==> src/rtl/miller_pkg.sv <==
package miller_pkg;
  localparam int BEAT   = 8;
  localparam int HALF   = BEAT / 2;
  localparam int WIN    = 2 * BEAT;
  localparam int POS_W  = $clog2(BEAT);
  localparam int CHAR_W = 9;
  localparam int BIT_W  = $clog2(CHAR_W + 1);
  localparam int PAR_W  = 8;
  localparam int PCNT_W = $clog2(PAR_W);

  typedef enum logic [1:0] {SEQ_Y, SEQ_X, SEQ_Z, SEQ_BAD} seq_e;
  typedef enum logic [2:0] {ST_HUNT, ST_SOC, ST_X, ST_Y, ST_Z, ST_DONE} st_e;

  function automatic logic half_paused(input logic [HALF-1:0] s);
    int lows;
    lows = 0;
    for (int i = 0; i < HALF; i++) lows += (s[i] ? 0 : 1);
    return (lows >= 2);
  endfunction
endpackage

==> src/rtl/miller_sync_find.sv <==
module miller_sync_find
  import miller_pkg::*;
(
  input  logic [WIN-1:0]   win,
  output logic             hit,
  output logic [POS_W-1:0] pos
);
  logic [BEAT-1:0] match;

  for (genvar k = 0; k < BEAT; k++) begin : g_off
    assign match[k] = ~win[k] & ~win[k+1] & (&win[k+BEAT-1:k+3]);
  end

  always_comb begin
    hit = |match;
    pos = '0;
    for (int k = BEAT - 1; k >= 0; k--) begin
      if (match[k]) pos = POS_W'(k);
    end
  end
endmodule

==> src/rtl/miller_classify.sv <==
module miller_classify
  import miller_pkg::*;
(
  input  logic [WIN-1:0]   win,
  input  logic [POS_W-1:0] pos,
  output seq_e             seq
);
  logic [BEAT-1:0] period;
  logic            p_first, p_second;

  always_comb begin
    period   = win[pos +: BEAT];
    p_first  = half_paused(period[HALF-1:0]);
    p_second = half_paused(period[BEAT-1:HALF]);
    case ({p_first, p_second})
      2'b11:   seq = SEQ_BAD;
      2'b10:   seq = SEQ_Z;
      2'b01:   seq = SEQ_X;
      default: seq = SEQ_Y;
    endcase
  end
endmodule

==> src/rtl/miller_out_reg.sv <==
module miller_out_reg #(
  parameter int W = 8
) (
  input  logic         clk,
  input  logic         rst,
  input  logic         load,
  input  logic [W-1:0] din,
  input  logic         ready,
  output logic         valid,
  output logic [W-1:0] dout
);
  always_ff @(posedge clk) begin
    if (rst) begin
      valid <= 1'b0;
      dout  <= '0;
    end else if (load) begin
      valid <= 1'b1;
      dout  <= din;
    end else if (ready) begin
      valid <= 1'b0;
    end
  end

  assert_hold_stable_R9: assert property (@(posedge clk) disable iff (rst)
    (valid && !ready) |=> (valid && $stable(dout)));
endmodule

==> src/rtl/miller_frame_decoder.sv <==
module miller_frame_decoder
  import miller_pkg::*;
#(
  parameter int TS_W  = 32,
  parameter int CNT_W = 16
) (
  input  logic             clk,
  input  logic             rst,
  input  logic             in_valid,
  output logic             in_ready,
  input  logic [BEAT-1:0]  in_samples,
  output logic             byte_valid,
  input  logic             byte_ready,
  output logic [7:0]       byte_data,
  output logic             par_valid,
  input  logic             par_ready,
  output logic [PAR_W-1:0] par_data,
  output logic             frame_done,
  output logic [CNT_W-1:0] byte_count,
  output logic [TS_W-1:0]  start_ts,
  output logic [TS_W-1:0]  end_ts
);
  st_e               st_q, nst;
  logic [BEAT-1:0]   prev_q;
  logic [WIN-1:0]    win;
  logic [POS_W-1:0]  pos_q, spos;
  logic              hit;
  seq_e              seq;
  logic [CHAR_W-1:0] sh_q, sh_nx;
  logic [BIT_W-1:0]  bit_q;
  logic [PAR_W-1:0]  pacc_q, par_din;
  logic [PCNT_W-1:0] pcnt_q;
  logic [TS_W-1:0]   samp_q, start_q, end_q, nbits_q, ts_nx, soc_ts;
  logic [CNT_W-1:0]  bytes_q;
  logic go, push, pbit, err, eoc, clr, char_done, byte_load, par_full, flush, par_load;

  assign win = {in_samples, prev_q};

  miller_sync_find u_sync (.win(win), .hit(hit), .pos(spos));
  miller_classify  u_cls  (.win(win), .pos(pos_q), .seq(seq));

  assign in_ready = (~byte_valid | byte_ready) & (~par_valid | par_ready);
  assign go       = in_valid & in_ready;

  always_comb begin
    push = 1'b0; pbit = 1'b0; err = 1'b0; eoc = 1'b0; nst = st_q;
    if (st_q != ST_HUNT && st_q != ST_DONE) begin
      case (seq)
        SEQ_BAD: err = 1'b1;
        SEQ_Z: begin
          if (st_q == ST_X) err = 1'b1;
          else begin push = 1'b1; nst = ST_Z; end
        end
        SEQ_X: begin push = 1'b1; pbit = 1'b1; nst = ST_X; end
        default: begin
          if (st_q == ST_Z || st_q == ST_Y) eoc = 1'b1;
          else if (st_q == ST_SOC)          err = 1'b1;
          else begin push = 1'b1; nst = ST_Y; end
        end
      endcase
    end
  end

  assign clr       = (st_q == ST_HUNT && hit) || err || (eoc && bytes_q == '0);
  assign sh_nx     = {pbit, sh_q[CHAR_W-1:1]};
  assign char_done = push && (bit_q == BIT_W'(CHAR_W - 1));
  assign byte_load = go && char_done;
  assign par_full  = char_done && (pcnt_q == PCNT_W'(PAR_W - 1));
  assign flush     = eoc && (bytes_q != '0) && (pcnt_q != '0);
  assign par_load  = go && (par_full || flush);
  assign par_din   = par_full ? {pacc_q[PAR_W-2:0], pbit}
                              : (pacc_q << (PCNT_W + 1)'(PAR_W - int'(pcnt_q)));
  assign ts_nx     = start_q + ((nbits_q + TS_W'(1)) << 3) + (pbit ? TS_W'(6) : TS_W'(2));
  assign soc_ts    = samp_q - (TS_W'(BEAT) - TS_W'(spos));

  always_ff @(posedge clk) begin
    if (rst) begin
      st_q <= ST_HUNT; prev_q <= '1; pos_q <= '0;
      samp_q <= '0; start_q <= '0; end_q <= '0;
      sh_q <= '0; bit_q <= '0; pacc_q <= '0; pcnt_q <= '0;
      nbits_q <= '0; bytes_q <= '0;
    end else if (go) begin
      prev_q <= in_samples;
      samp_q <= samp_q + TS_W'(BEAT);
      if (clr) begin
        sh_q <= '0; bit_q <= '0; pacc_q <= '0; pcnt_q <= '0;
        nbits_q <= '0; bytes_q <= '0;
      end else if (push) begin
        sh_q    <= sh_nx;
        nbits_q <= nbits_q + TS_W'(1);
        if (char_done) begin
          bit_q   <= '0;
          bytes_q <= bytes_q + CNT_W'(1);
          pacc_q  <= {pacc_q[PAR_W-2:0], pbit};
          pcnt_q  <= pcnt_q + PCNT_W'(1);
        end else begin
          bit_q <= bit_q + BIT_W'(1);
        end
        if (seq != SEQ_Y) end_q <= ts_nx;
      end
      if (st_q == ST_HUNT) begin
        if (hit) begin
          st_q <= ST_SOC; pos_q <= spos; start_q <= soc_ts; end_q <= soc_ts;
        end
      end else if (clr) st_q <= ST_HUNT;
      else if (eoc)     st_q <= ST_DONE;
      else if (push)    st_q <= nst;
    end
  end

  miller_out_reg #(.W(8)) u_byte_out (
    .clk(clk), .rst(rst), .load(byte_load), .din(sh_nx[7:0]),
    .ready(byte_ready), .valid(byte_valid), .dout(byte_data));

  miller_out_reg #(.W(PAR_W)) u_par_out (
    .clk(clk), .rst(rst), .load(par_load), .din(par_din),
    .ready(par_ready), .valid(par_valid), .dout(par_data));

  assign frame_done = (st_q == ST_DONE);
  assign byte_count = bytes_q;
  assign start_ts   = start_q;
  assign end_ts     = end_q;

  assert_reset_state_R1: assert property (@(posedge clk) disable iff (rst)
    $past(rst) |-> (!byte_valid && !par_valid && byte_count == '0 && !frame_done));
  assert_full_blocks_input_R9: assert property (@(posedge clk) disable iff (rst)
    ((byte_valid && !byte_ready) || (par_valid && !par_ready)) |-> !in_ready);
  assert_z_after_x_R6: assert property (@(posedge clk) disable iff (rst)
    (go && st_q == ST_X && seq == SEQ_Z) |=> (byte_count == '0 && !frame_done));
  assert_done_sticky_R10: assert property (@(posedge clk) disable iff (rst)
    frame_done |=> frame_done);
  assert_count_frozen_R10: assert property (@(posedge clk) disable iff (rst)
    frame_done |=> ($stable(byte_count) && $stable(start_ts)));
endmodule

==> config.mk <==
export PLATFORM = sky130hd
export DESIGN_NAME = miller_frame_decoder
export DESIGN_NICKNAME = d
export VERILOG_FILES = /design/src/rtl/miller_pkg.sv /design/src/rtl/miller_sync_find.sv /design/src/rtl/miller_classify.sv /design/src/rtl/miller_out_reg.sv /design/src/rtl/miller_frame_decoder.sv
export SDC_FILE = /design/constraint.sdc
export NUM_CORES = 1
export LEC_CHECK = 0
export BUFFER_PORTS_ARGS = -buffer_cell sky130_fd_sc_hd__buf_2
export CAP_MARGIN = 10
export CORE_MARGIN = 5
export CORE_UTILIZATION = 56
export CTS_BUF_LIST = sky130_fd_sc_hd__clkbuf_2
export DETAILED_ROUTE_END_ITERATION = 7
export GPL_TIMING_DRIVEN = 0
export PLACE_DENSITY = 0.76
export SLEW_MARGIN = 20
export SYNTH_ARGS = -nofsm -noshare
export SYNTH_HDL_FRONTEND = slang
export SYNTH_HIERARCHICAL = 1
export SYNTH_SLANG_ARGS = --single-unit
export TNS_END_PERCENT = 30
==> constraint.sdc <==
create_clock -name clk -period 12.2 [get_ports clk]
set_input_delay 0 -clock clk [delete_from_list [all_inputs] [get_ports clk]]
set_output_delay 0 -clock clk [all_outputs]
set_load 0.01 [all_outputs]
; After elaboration in Yosys (flattened, before gate mapping)
; Index checks and enable logic that the tools add are counted.
[classes]
n_eq_ne = 19
bitwise_logic = 31
n_reduce_logical = 39
add_sub_neg = 16
shifts = 2
order_cmp = 2
n_mux = 69
[op_table]
columns = operator, n
row1 = 32-bit adder, 7
row2 = 32-bit two-way mux, 7
row3 = 32-bit by 3-bit greater-or-equal comparator with 1-bit output (second input constant), 2
row4 = 3-bit two-way mux, 21
row5 = 16-bit two-way mux, 3
row6 = 5-bit AND reduction, 8
row7 = 32-bit by 1-bit adder with 32-bit output (second input constant), 1
row8 = 32-bit by 3-bit adder with 32-bit output, 1
row9 = 32-bit by 4-bit adder with 32-bit output (second input constant), 1
row10 = 8-bit two-way mux, 4
row11 = 32-bit subtractor, 1
row12 = 1-bit two-way mux, 25
row13 = 1-bit AND, 18
row14 = 9-bit two-way mux, 2
row15 = 16-bit by 1-bit adder with 16-bit output (second input constant), 1
row16 = 16-bit zero test, 1
row17 = 16-bit nonzero test, 1
row18 = 16-bit by 4-bit indexed part select with 8-bit output, 1
row19 = 4-bit two-way mux, 3
row20 = 6-bit by 3-bit inequality test with 1-bit output (second input constant), 2
row21 = 1-bit inverter, 11
row22 = 2-bit nonzero test, 5
row23 = 3-bit == test (second input constant), 3
row24 = 1-bit logical AND, 9
row25 = 27 further kinds, 40
[totals]
out_inout_bits = 100
word_cells = 194
in_bits = 13
register_bits = 200

; Longest topological paths before layout
; Gate-level depths: netlist of the first run.
[depth]
ltp_word = 18
ltp_mapped = 20
ltp_nobuf = 18

; Cells and area by module
; Netlist of the first run, hierarchy kept.
[modules_own_cells]
columns = module, cells_per_inst, area_per_inst_um2, n_inst, seq_area_each_um2
row1 = miller_frame_decoder, 1364, 10572.6, 1, 3483.3
row2 = miller_out_reg, 30, 321.6, 2, 180.2
row3 = miller_classify, 44, 466.7, 1, 0.0
row4 = miller_sync_find, 36, 246.5, 1, 0.0

; Worst setup path after synthesis of the first run
; OpenSTA, ideal clock, no wires.
[synth_timing]
kind = reg2reg
start = register pos_q[0]
end = register end_q[19], in the netlist end_ts[19]
setup_time_ns = 0.117
required_ns = 12.083
path_stages_with_launch = 20
slack_ns = 7.646
period_less_slack_ns = 4.554
n_path_buf = 2
arrival_time_ns = 4.437
path_cell_list = dfxtp_1 -> buf_6 -> buf_12 -> mux2i_1 -> mux4_1 -> ha_1 -> ha_1 -> a211o_1 -> inv_1 -> ha_1 -> nand2_1 -> fa_1 -> nor2b_1 -> o2111ai_1 -> a32oi_1 -> a21oi_1 -> o31ai_1 -> xnor2_1 -> o21ai_0 -> a32o_1
[synth_via]
elab_chain_cells = 18
elab_cells_between_ends = 44
cone_classes = add/sub (7) / order compare (2) / eq/ne (6) / shift (1) / mux (23) / reduce/logical (5)
[synth_lines]
columns = element, line_no
row1 = from (decl), miller_frame_decoder.sv:26  ; logic [POS_W-1:0] pos_q, spos;
row2 = from (signal assigned), miller_frame_decoder.sv:78  ; st_q <= ST_HUNT; prev_q <= '1; pos_q <= '0;
row3 = from (signal assigned), miller_frame_decoder.sv:103  ; st_q <= ST_SOC; pos_q <= spos; start_q <= soc_ts; end_q <= soc_ts;
row4 = 16-bit by 4-bit indexed part select with 8-bit output *, miller_classify.sv:12  ; period = win[pos +: BEAT];
row5 = 1-bit two-way mux, miller_pkg.sv:17  ; for (int i = 0; i < HALF; i++) lows += (s[i] ? 0 : 1);
row6 = 32-bit adder (3 in a row), miller_pkg.sv:17
row7 = 32-bit by 3-bit greater-or-equal comparator with 1-bit output, miller_pkg.sv:18  ; return (lows >= 2);
row8 = 2-bit by 1-bit == test with 1-bit output / 2-bit == test (equally long branches), miller_classify.sv:15  ; case ({p_first, p_second})
row9 = 2-bit one-hot mux with 3 select lines *, miller_classify.sv:15
row10 = net seq[1], miller_frame_decoder.sv:28  ; seq_e seq;
row11 = 2-bit by 1-bit == test with 1-bit output, miller_frame_decoder.sv:48  ; case (seq)
row12 = 1-bit two-way mux, miller_frame_decoder.sv:48
row13 = 1-bit two-way mux, miller_frame_decoder.sv:47  ; if (st_q != ST_HUNT && st_q != ST_DONE) begin
row14 = 3-bit two-way mux, miller_frame_decoder.sv:73  ; assign ts_nx = start_q + ((nbits_q + TS_W'(1)) << 3) + (pbit ? TS_W'(6) : TS_W'(2));
row15 = 32-bit by 3-bit adder with 32-bit output, miller_frame_decoder.sv:73
row16 = 32-bit two-way mux, miller_frame_decoder.sv:99  ; if (seq != SEQ_Y) end_q <= ts_nx;
row17 = 32-bit two-way mux, miller_frame_decoder.sv:88  ; end else if (push) begin
row18 = 32-bit two-way mux *, miller_frame_decoder.sv:85  ; if (clr) begin
row19 = 32-bit two-way mux, miller_frame_decoder.sv:102  ; if (hit) begin
row20 = 32-bit two-way mux *, miller_frame_decoder.sv:101  ; if (st_q == ST_HUNT) begin
row21 = to (signal assigned), miller_frame_decoder.sv:99
row22 = to (decl), miller_frame_decoder.sv:33  ; logic [TS_W-1:0] samp_q, start_q, end_q, nbits_q, ts_nx, soc_ts;
; Mark *: on every way through the listed nets, which the timed path passes. The rest lies on a longest branch.
; A chain may end at the register's enable or synchronous reset.

; Worst setup path after layout of the first run
[layout_timing]
start = register pos_q[0]
end = register end_q[23], in the netlist end_ts[23]
; The elaborated chain is that of the path after synthesis.

==> impl_results.md, run 1 <==
- Outcome: complete, no violations
- Area grow syn2layout: 11.5%
- HP Class: primary input to flop
- Hold depth: 5
- Total gr overflow: 0
- Non-Filler Instances: between 1500 and 2000
- Max IR drop VDD: 0.0000499 V
- Worst-margin pin slew: 0.993 ns
- Hold EP: end_ts[23]
- FF/Latch Area: 3840 um2
- Standard-cell rows: 53
- Mean Syn Cell Area: 7.93 um2
- Critical path class: flop to flop
- First-pass GRT wire length: 59000 um
- Final period demand of the worst path: 5.89 ns
- Synth Cell Area: 11900 um2
- Syn nets: 1572
- Share of layout cells above drive strength 1: 12.5%
- Vias per std cell: 6.16
- Final RePlAce weighted congestion: between 0.9 and 1
- Number of global-route vias before repair: 11400
- Min-delay src: rst
- Reg2Reg Setup Slack: 6.31 ns
- Syn. warnings: 6
- Unique masters post-synth: 92
- Clk root buf: clkbuf_2
- Worst-case clock buffer depth: 2
- Metal3 WL: around 3200 um
- Fmax: approximately 0.17 GHz
- Worst Path Arrival: ~6.6 ns
- CTS sink cnt: roughly 190
- Post-synth EDFFs: 0
- Die height: 156 um
- Largest net degree at the start of global routing: 18
- Hold Fails Final Rpt: 0
- Final Power: about 1.2 mW
- Total GRT Usage: 30.1%
- DP Cell Count: approximately 1900
- Max-slew headroom: 33.8%
- Flops & latches, synth: approximately 190
- R2R depth: 18
- I/O pin count: 113
- Final Instance Area: 13300 um2
- Critical Path Fanout Max: 10
- Antenna violations before repair: 1
- H-tree Lvls: 4
- Vias after detailed routing: 12000
- Syn Inst Count: 1504
- Count of final setup violators: 0
- Worst slack, placed: 6.55 ns
- Die area: between 20000 and 25000 um2
- Core area: 21000 um2
- Hold_buf cts: 24
- IO buf count: approximately 110
- Max Cap Violations: 0
- FF-to-FF End: end_ts[23]
- CTS tree: done
- DP Area: around 13000 um2
- Pwr per Cell Area: 87.6 nW/um2
- Post-CTS setup buffers: 0
- Max layer used: met4
- Reg2Reg Launch Point: pos_q[0]
- Fin crit share: 48.3%
- Antenna viol nets, final: 0
- Layout Utilization: between 60% and 70%
- Worst Setup End Kind: flop
- # fillers: 1858
- Area occupied by multi-input gates: 7510 um2
- Die span in x: 156 um
- Clock Latency Late Sink: 0.83 ns
- Lkg Pwr: roughly 5.4 nW
- 1st-iter DRT viols: 1173
- Wl on met1: 15400 um
- Fin Clk Skew: 0.0487 ns
- Critical Path RT: 12.93 ns
- Met2 Wirelength: 16800 um
- Reg clk slew, reported paths: 0.29 ns
- Initial cell density of the core: between 50 and 60%
- Final hold slack: 0.224 ns
- Drt total wl: about 37000 um
- Fin nets: 1728
- Dpl hpwl: ~28000 um
- Unrepaired setup endpoints after global routing: false
- Post-synth top flop: dfxtp_1
- Post-CTS resize count: 0
- DR DRC count: 0
- DRT Pass-1 Iters: 6
- Type of origin of the critical path: flop
- Min setup slack post-route: approximately 6.3 ns
- Setup TNS: 0 ns
- Final Slew Violations: 0
- CTS buffer count: 17
- Sequential area share after synthesis: approximately a third
- Async set-or-reset flop fraction in the synthesized netlist: 0%
- DR WL/cell: 19.0 um
cell families after synthesis:
kind of cell / synth area share, %
AND/OR/NAND/NOR: 24.9
AO/OA/AOI/OAI: 19.5
flip-flops: 32.2
buffers and inverters: 4.80
XOR/XNOR: 7.71
adder cells (fa/ha/maj): 5.89
multiplexers: 4.91
flip-flops by register name (all words and copies together), names as in the netlist:
register / count
samp_q: 29
pos_q: 3
pcnt_q: 3
bit_q: 4
start_ts: 31
st_q: 3
byte_count: 16
nbits_q: 29
u_par_out/dout: 8
u_par_out/valid: 1
end_ts: 32
pacc_q: 8
prev_q: 8
sh_q: 8
u_byte_out/dout: 8
u_byte_out/valid: 1
layout by cell type, fill, tap and decap left out, types with 15 or more instances in the layout:
cell           synthesis  routed
nand3_1               62      62
nor2_1               175     175
nor4_1                16      16
a22oi_1               21      21
inv_1                 43      43
o21ai_0               64      64
and3_1                23      23
xor2_1                62      62
clkbuf_1              55      55
nand4_1               26      26
or3_1                 27      27
dfxtp_1              192     192
dlygate4sd3_1          0      24
xnor2_1               43      43
nand2_1              157     157
mux2i_1               36      36
nand3b_1              17      17
nor3_1                28      28
ha_1                  53      53
buf_2                 17     130
a21oi_1              140     140
a21o_1                15      15
clkbuf_2               2      20
a211oi_1              24      24
and2_1                15      15
worst max-delay path, cell delays in order (launching register included):
cell	delay, ns
dfxtp_1	0.51
buf_6	0.17
buf_12	0.14
mux2i_1	0.12
mux4_1	0.52
ha_1	0.29
ha_1	0.28
a211o_1	0.30
inv_1	0.11
ha_1	0.24
nand2_1	0.23
fa_1	0.51
nor2b_1	0.19
o2111ai_1	0.17
a32oi_1	0.56
a21oi_1	0.26
o31ai_1	0.61
a2111oi_0	0.26
o31ai_1	0.31
cell usage after synthesis, drive strengths merged (21+ instances only):
| cell | count | area share (%) |
|---|---|---|
| mux2i | 36 | 3.0 |
| nor2 | 176 | 5.6 |
| nand3 | 63 | 2.7 |
| a211oi | 26 | 1.7 |
| xnor2 | 43 | 3.2 |
| a22oi | 21 | 1.3 |
| nor3 | 32 | 1.6 |
| inv | 43 | 1.4 |
| a21oi | 141 | 6.0 |
| nand4 | 26 | 1.4 |
| ha | 53 | 5.6 |
| xor2 | 62 | 4.6 |
| nand2 | 159 | 5.0 |
| o21ai | 72 | 3.1 |
| clkbuf | 57 | 1.8 |
| dfxtp | 192 | 32 |
| and3 | 23 | 1.2 |
| or3 | 27 | 1.4 |
| buf | 29 | 1.6 |
report_power, final:
group	total, mW	internal [mW]	switching (mW)	leakage (nW)
clock	0.320	0.0789	0.241	0.139
combinational	0.194	0.0645	0.130	3.71
sequential	0.651	0.639	0.0115	1.55
routing by layer:
layer / vias up / track usage [%]
met4: 0 / 14.1
met1: 5642 / 39.8
met5: - / 0
met3: 111 / 5.02
li1: 5701 / -
met2: 557 / 48.2
layout make-up:
cell class,instances,share of cell area [%]
multi-input cells,1182,56.5
flip-flops and latches,192,28.9
repair buffers,137,6.06
plain buffers,86,3.07
well taps,275,2.59
inverters,44,1.24
clock inverters,14,0.969
clock buffers,18,0.677
diodes,2,0.0376
worst max path at each step:
stage                     startpoint    endpoint  slack (ns)  depth (start not counted)
after global routing        pos_q[0]  end_ts[23]        6.08                         18
final                       pos_q[0]  end_ts[23]        6.31                         18
after floorplan             pos_q[0]  end_ts[19]        7.65                         19
after CTS                   pos_q[0]  end_ts[23]        6.45                         18
after detailed placement    pos_q[0]  end_ts[19]        6.55                         19
after global placement      pos_q[0]  end_ts[19]        6.60                         19
Note: power is estimated with default switching activity, not from simulation.
==> run 2: changes to the inputs <==
Clock period 12.2 ns to 5.8 ns, I/O delays scaled along.
==> impl_results.md, run 2 (synthesis gave the netlist of run 1 again) <==
- Drt total wl: 37100 um (about the same)
- Die area: 24300 um2 (unchanged)
- Reg2Reg Launch Point: pos_q[0]
- Critical Path Fanout Max: 10 (unchanged)
- Type of origin of the critical path: flop
- # fillers: 1856 (-0.11%)
- Final RePlAce weighted congestion: 0.935 (unchanged)
- Total GRT Usage: 30.1% (unchanged)
- Crit path from: pos_q[0]
- Share of layout cells above drive strength 1: 12.6% (+0.12 points)
- Die span in x: 156 um (unchanged)
- Post-CTS setup buffers: 0 (unchanged)
- Clock Latency Late Sink: 0.82 ns (about the same)
- Reg clk slew, reported paths: 0.28 ns (about the same)
- Standard-cell rows: 53 (unchanged)
- CTS sink cnt: 192 (unchanged)
- Hold Fails Final Rpt: 0 (unchanged)
- Critical path depth: 19 (+1)
- I/O pin count: 113 (unchanged)
- Unrepaired setup endpoints after global routing: false
- CP max-delay cell: mux4_1
- Top delay family on crit path: compound AO/OA/AOI/OAI gates
- 1st-iter DRT viols: 1197 (+2.0%)
- Number of global-route vias before repair: 11400 (unchanged)
- Final Slew Violations: 0 (unchanged)
- Crit path capture: end_ts[19]
- Max incr delay on CP: 0.52 ns (-0.09 ns)
- Most frequent cells in the layout: dfxtp_1, nor2_1, nand2_1
- Vias after detailed routing: 12000 (-0.24%)
- Cell repeated most along the worst path: ha_1
- Die height: 156 um (unchanged)
- CTS tree: done
- Worst Path Arrival: 6.22 ns (-0.40 ns)
- Fmax: 0.182 GHz (+7.3%)
- Final period demand of the worst path: 5.49 ns (-0.399 ns)
- Fin Clk Skew: 0.0443 ns (-0.00441 ns)
- Setup TNS: 0 ns (unchanged)
- Most common cell after layout, fill and taps aside: dfxtp_1
- First-pass GRT wire length: 59000 um (unchanged)
- Vias per std cell: 6.14 (-0.24%)
- IO buf count: 112 (unchanged)
- Max FFs per register: 32 (unchanged)
- CTS buffer count: 17 (unchanged)
- Reg2Reg Setup Slack: 0.31 ns (-6.00 ns)
- CP cell instances: buf_6 -> buf_12 -> mux2i_1 -> mux4_1 -> ha_1 -> ha_1 -> a211o_1 -> inv_1 -> ha_1 -> nand2_1 -> fa_1 -> nor2b_1 -> o2111ai_1 -> a32oi_2 -> a21oi_1 -> o31ai_2 -> xnor2_1 -> o21ai_0 -> a32o_1
- CP Buf/Inv Count: 3 (unchanged)
- Dpl hpwl: 28000 um (unchanged)
- DRT Pass-1 Iters: 6 (unchanged)
- Pwr per Cell Area: 184 nW/um2 (+110%)
- Clk root buf: clkbuf_2
- Fin nets: 1728 (unchanged)
- Core area: 21000 um2 (unchanged)
- R2R depth: 19 (+1)
- FF-to-FF End: end_ts[19]
- Antenna violations before repair: 1 (unchanged)
- DR WL/cell: 19.0 um (about the same)
- Fin crit share: 94.6% (+46 points)
- Count of final setup violators: 0 (unchanged)
- DR DRC count: 0 (unchanged)
- Worst-margin pin slew: 0.992 ns (-0.00120 ns)
- Area grow syn2layout: 11.6% (about the same)
- Max IR drop VDD: 0.000105 V (+110%)
- Critical Path RT: 6.53 ns (-6.40 ns)
- Critical path class: flop to flop
- Max Cap Violations: 0 (unchanged)
- Total gr overflow: 0 (unchanged)
- Worst Setup End Kind: flop
- H-tree Lvls: 4 (unchanged)
- Lkg Pwr: 5.41 nW (about the same)
- Largest net degree at the start of global routing: 18 (unchanged)
- Max-slew headroom: 33.9% (+0.080 points)
- Outcome: complete, no violations
- HP Class: primary input to flop
- Final Power: 2.45 mW (+110%)
- Worst-case clock buffer depth: 2 (unchanged)
- Initial cell density of the core: 56.7% (unchanged)
- Antenna viol nets, final: 0 (unchanged)
==> run 2: cell counts in the layout (fill, tap and decap cells not counted) <==
Identical to the previous run, type by type.
==> run 2: per-stage QoR <==
step	utilization [%]	hold slack, ns	std cells	cell area (um2)	worst slack, ns
2_1_floorplan	-	0.124	1504	11900	1.25
3_3_place_gp	61.0	0.224	1891	12800	0.205
3_5_place_dp	61.1	0.227	1892	12800	0.146
4_1_cts	63.3	0.136	1948	13300	0.0550
5_1_grt	63.3	0.190	1950	13300	0.0386
6_report	63.3	0.229	1950	13300	0.312
==> run 2: final cells by class <==
| type | instances | area (um2) | share of cell area, % |
|---|---|---|---|
| multi-input combinational | 1182 | 7520 | 56.5 |
| sequential | 192 | 3840 | 28.9 |
| timing repair buffer | 137 | 806 | 6.05 |
| buffer | 86 | 408 | 3.06 |
| tap | 275 | 344 | 2.58 |
| inverter | 44 | 165 | 1.24 |
| clock inverter | 14 | 129 | 0.968 |
| clock buffer | 18 | 90.1 | 0.677 |
| antenna | 2 | 5.00 | 0.0376 |
==> run 2: worst min-delay path by stage <==
stage / startpoint / to / slack [ns] / cells after the start
final: rst / u_byte_out/dout[7] / 0.23 / 4
after global routing: rst / u_par_out/dout[6] / 0.19 / 4
after CTS: rst / u_par_out/dout[0] / 0.14 / 4
after detailed placement: in_samples[7] / prev_q[7] / 0.23 / 3
after global placement: in_samples[7] / prev_q[7] / 0.22 / 3
after floorplan: in_samples[5] / prev_q[5] / 0.12 / 2
==> run 2: timing repair <==
action,4_1_cts,5_1_grt
resized for setup,0,2
hold buffers,24,0
endpoints found under the hold margin,51,0
endpoints found under the setup margin,0,4
==> run 2: worst reg2reg max path: cells and delay by family (launching register included) <==
family,cells,cell delay [ns]
compound gates,7,1.86
xor+xnor,1,0.21
fa+ha+maj,4,1.33
buf+inv,3,0.42
flops,1,0.51
mux,2,0.64
simple gates,2,0.43
==> run 2: report_power, final <==
part / switching [mW] / internal [mW]
Clock: 0.503 / 0.166
Combinational: 0.274 / 0.136
Sequential: 0.0243 / 1.34
Total: 0.802 / 1.65
==> run 2: layer usage <==
layer / part of all wire (%) / wire length [um] / track usage, %
met5: 0 / 0 / 0
met2: 45 / 16700 / 48.2
met1: 42 / 15500 / 39.8
met4: 5.0 / 1840 / 14.1
met3: 8.0 / 2970 / 5.02
==> run 3: changes to the inputs <==
Settings changed: CAP_MARGIN 10 to 20, CTS_BUF_LIST sky130_fd_sc_hd__clkbuf_2 to sky130_fd_sc_hd__clkbuf_8, PLACE_DENSITY 0.76 to 0.79.
==> impl_results.md, run 3 (synthesis gave the netlist of run 1 again) <==
- Outcome: complete, no violations
- Setup TNS: 0 ns (unchanged)
- Pwr per Cell Area: 197 nW/um2 (+7.1%)
- Max Cap Violations: 0 (unchanged)
- Dpl hpwl: 28000 um (about the same)
- Critical Path Fanout Max: 10 (unchanged)
- Worst-case clock buffer depth: 2 (unchanged)
- Worst-margin pin slew: 0.916 ns (-0.0762 ns)
- Vias after detailed routing: 12000 (-0.17%)
- Clk root buf: clkbuf_8
- Vias per std cell: 6.18 (+0.56%)
- Lkg Pwr: 5.40 nW (about the same)
- Max FFs per register: 32 (unchanged)
- H-tree Lvls: 4 (unchanged)
- Count of final setup violators: 0 (unchanged)
- Reg clk slew, reported paths: 0.10 ns (-0.18 ns)
- Layout Utilization: 63.5% (+0.11 points)
- Largest net degree at the start of global routing: 17 (-1)
- Hold Fails Final Rpt: 0 (unchanged)
- CTS buffer count: 17 (unchanged)
- IO buf count: 112 (unchanged)
- I/O pin count: 113 (unchanged)
- Min-delay src: in_samples[7]
- Max IR drop VDD: 0.000131 V (+25%)
- Initial cell density of the core: 56.7% (unchanged)
- DRT Pass-1 Iters: 5 (-1)
- ANT cells: 0 (-2)
- Max incr delay on CP: 0.53 ns (about the same)
- Antenna viol nets, final: 0 (unchanged)
- Die area: 24300 um2 (unchanged)
- DR WL/cell: 19.2 um (+0.73%)
- CP cell instances: buf_6 -> buf_12 -> mux2i_1 -> mux4_1 -> ha_1 -> ha_1 -> a211o_1 -> inv_1 -> ha_1 -> nand2_1 -> fa_1 -> nor2b_1 -> o2111ai_1 -> a32oi_2 -> a21oi_1 -> o31ai_2 -> xnor2_1 -> o21ai_0 -> a32o_1
- Drt total wl: 37100 um (about the same)
- Max-slew headroom: 38.9% (+5.1 points)
- CTS sink cnt: 192 (unchanged)
- Antenna violations before repair: 0 (-1)
- Fin nets: 1716 (-0.69%)
- Die span in x: 156 um (unchanged)
- First-pass GRT wire length: 58500 um (-0.88%)
- Type of origin of the critical path: flop
- CP max-delay cell: mux4_1
- Share of layout cells above drive strength 1: 12.6% (-0.029 points)
- Crit path from: pos_q[0]
- Number of global-route vias before repair: 11100 (-1.8%)
- Fmax: 0.186 GHz (+1.9%)
- 1st-iter DRT viols: 1202 (+0.42%)
- Worst Path Arrival: 5.77 ns (-0.45 ns)
- Area grow syn2layout: 11.8%
- Cell repeated most along the worst path: ha_1
- Final period demand of the worst path: 5.39 ns (-0.101 ns)
- Standard-cell rows: 53 (unchanged)
- HP Class: primary input to flop
- Final hold slack: 0.282 ns (+0.0530 ns)
- Core area: 21000 um2 (unchanged)
- Top delay family on crit path: compound AO/OA/AOI/OAI gates
- Critical path class: flop to flop
- CP Buf/Inv Count: 3 (unchanged)
- Most frequent cells in the layout: dfxtp_1, nor2_1, nand2_1
- Die height: 156 um (unchanged)
- Total GRT Usage: 29.9% (-0.21 points)
- Most common cell after layout, fill and taps aside: dfxtp_1
- # fillers: 1843 (-0.70%)
- Fin Clk Skew: 0.0129 ns (-0.0313 ns)
- Post-CTS setup buffers: 0 (unchanged)
- Unrepaired setup endpoints after global routing: false
- Critical Path RT: 6.18 ns (-0.35 ns)
- Reg2Reg Launch Point: pos_q[0]
- Final RePlAce weighted congestion: 0.935 (unchanged)
- Clock Latency Late Sink: 0.49 ns (-0.33 ns)
- Worst Setup End Kind: flop
- Fin crit share: 92.9% (-1.7 points)
- DR DRC count: 0 (unchanged)
- CTS tree: done
- Total gr overflow: 0 (unchanged)
- Final Slew Violations: 0 (unchanged)
==> run 3: changes by cell type in the layout (fill, tap and decap cells not counted), sizes merged <==
cell,change
clkinv,-3
dlygate4sd3,-12
inv,+1
diode,-2
clkinvlp,+2
==> run 3: power by group <==
part | switching, mW | internal, mW
combinational | 0.273 | 0.131
clock | 0.510 | 0.351
sequential | 0.0246 | 1.34
total | 0.808 | 1.82
==> run 3: path summary, 6_finish.rpt <==
kind	to	slack, ns	cells after the start
max reg2reg	end_ts[19]	0.41	19
min	prev_q[7]	0.28	4
min reg2reg	end_ts[16]	0.46	2
max	end_ts[19]	0.41	19
==> run 3: cell type report <==
type                            count  area [um2]  share of cell area, %
Clock inverter                     14         118                  0.882
Buffer                             86         408                   3.06
Timing Repair Buffer              125         688                   5.16
Clock buffer                       18         248                   1.86
Multi-Input combinational cell   1182        7520                   56.4
Tap cell                          275         344                   2.58
Inverter                           44         165                   1.24
Sequential cell                   192        3840                   28.8
==> run 3: worst register-to-register path: cells and delay by family (launching register included) <==
family | cells | cell delay (ns)
xor gates and xnor gates | 1 | 0.18
muxes | 2 | 0.65
AOI/OAI and AO/OA | 7 | 1.86
DFF | 1 | 0.43
buffers and inverters | 3 | 0.42
adders and majority gates | 4 | 1.33
and+or+nand+nor | 2 | 0.44
==> run 3: what timing repair did <==
action                     CTS  global route
hold endpoints to repair    15             0
setup endpoints to repair    0             4
hold buffers                12             0
resized for setup            0             2
==> run 3: metrics by stage <==
step | instances | power, mW | area, um2 | worst slack [ns]
detailed placement | 1892 | 1.78 | 12800 | 0.184
global route | 1936 | 2.72 | 13300 | 0.0857
finish | 1936 | 2.63 | 13300 | 0.412
CTS | 1936 | 2.62 | 13300 | 0.126
floorplan | 1504 | 1.64 | 11900 | 1.25
global placement | 1891 | 1.77 | 12800 | 0.288
==> run 3: per-layer routing <==
layer	track usage, %	part of all wire, %
met2	48.7	46
met1	38.7	42
met3	5.13	8.2
met4	14.0	4.5
met5	0	0
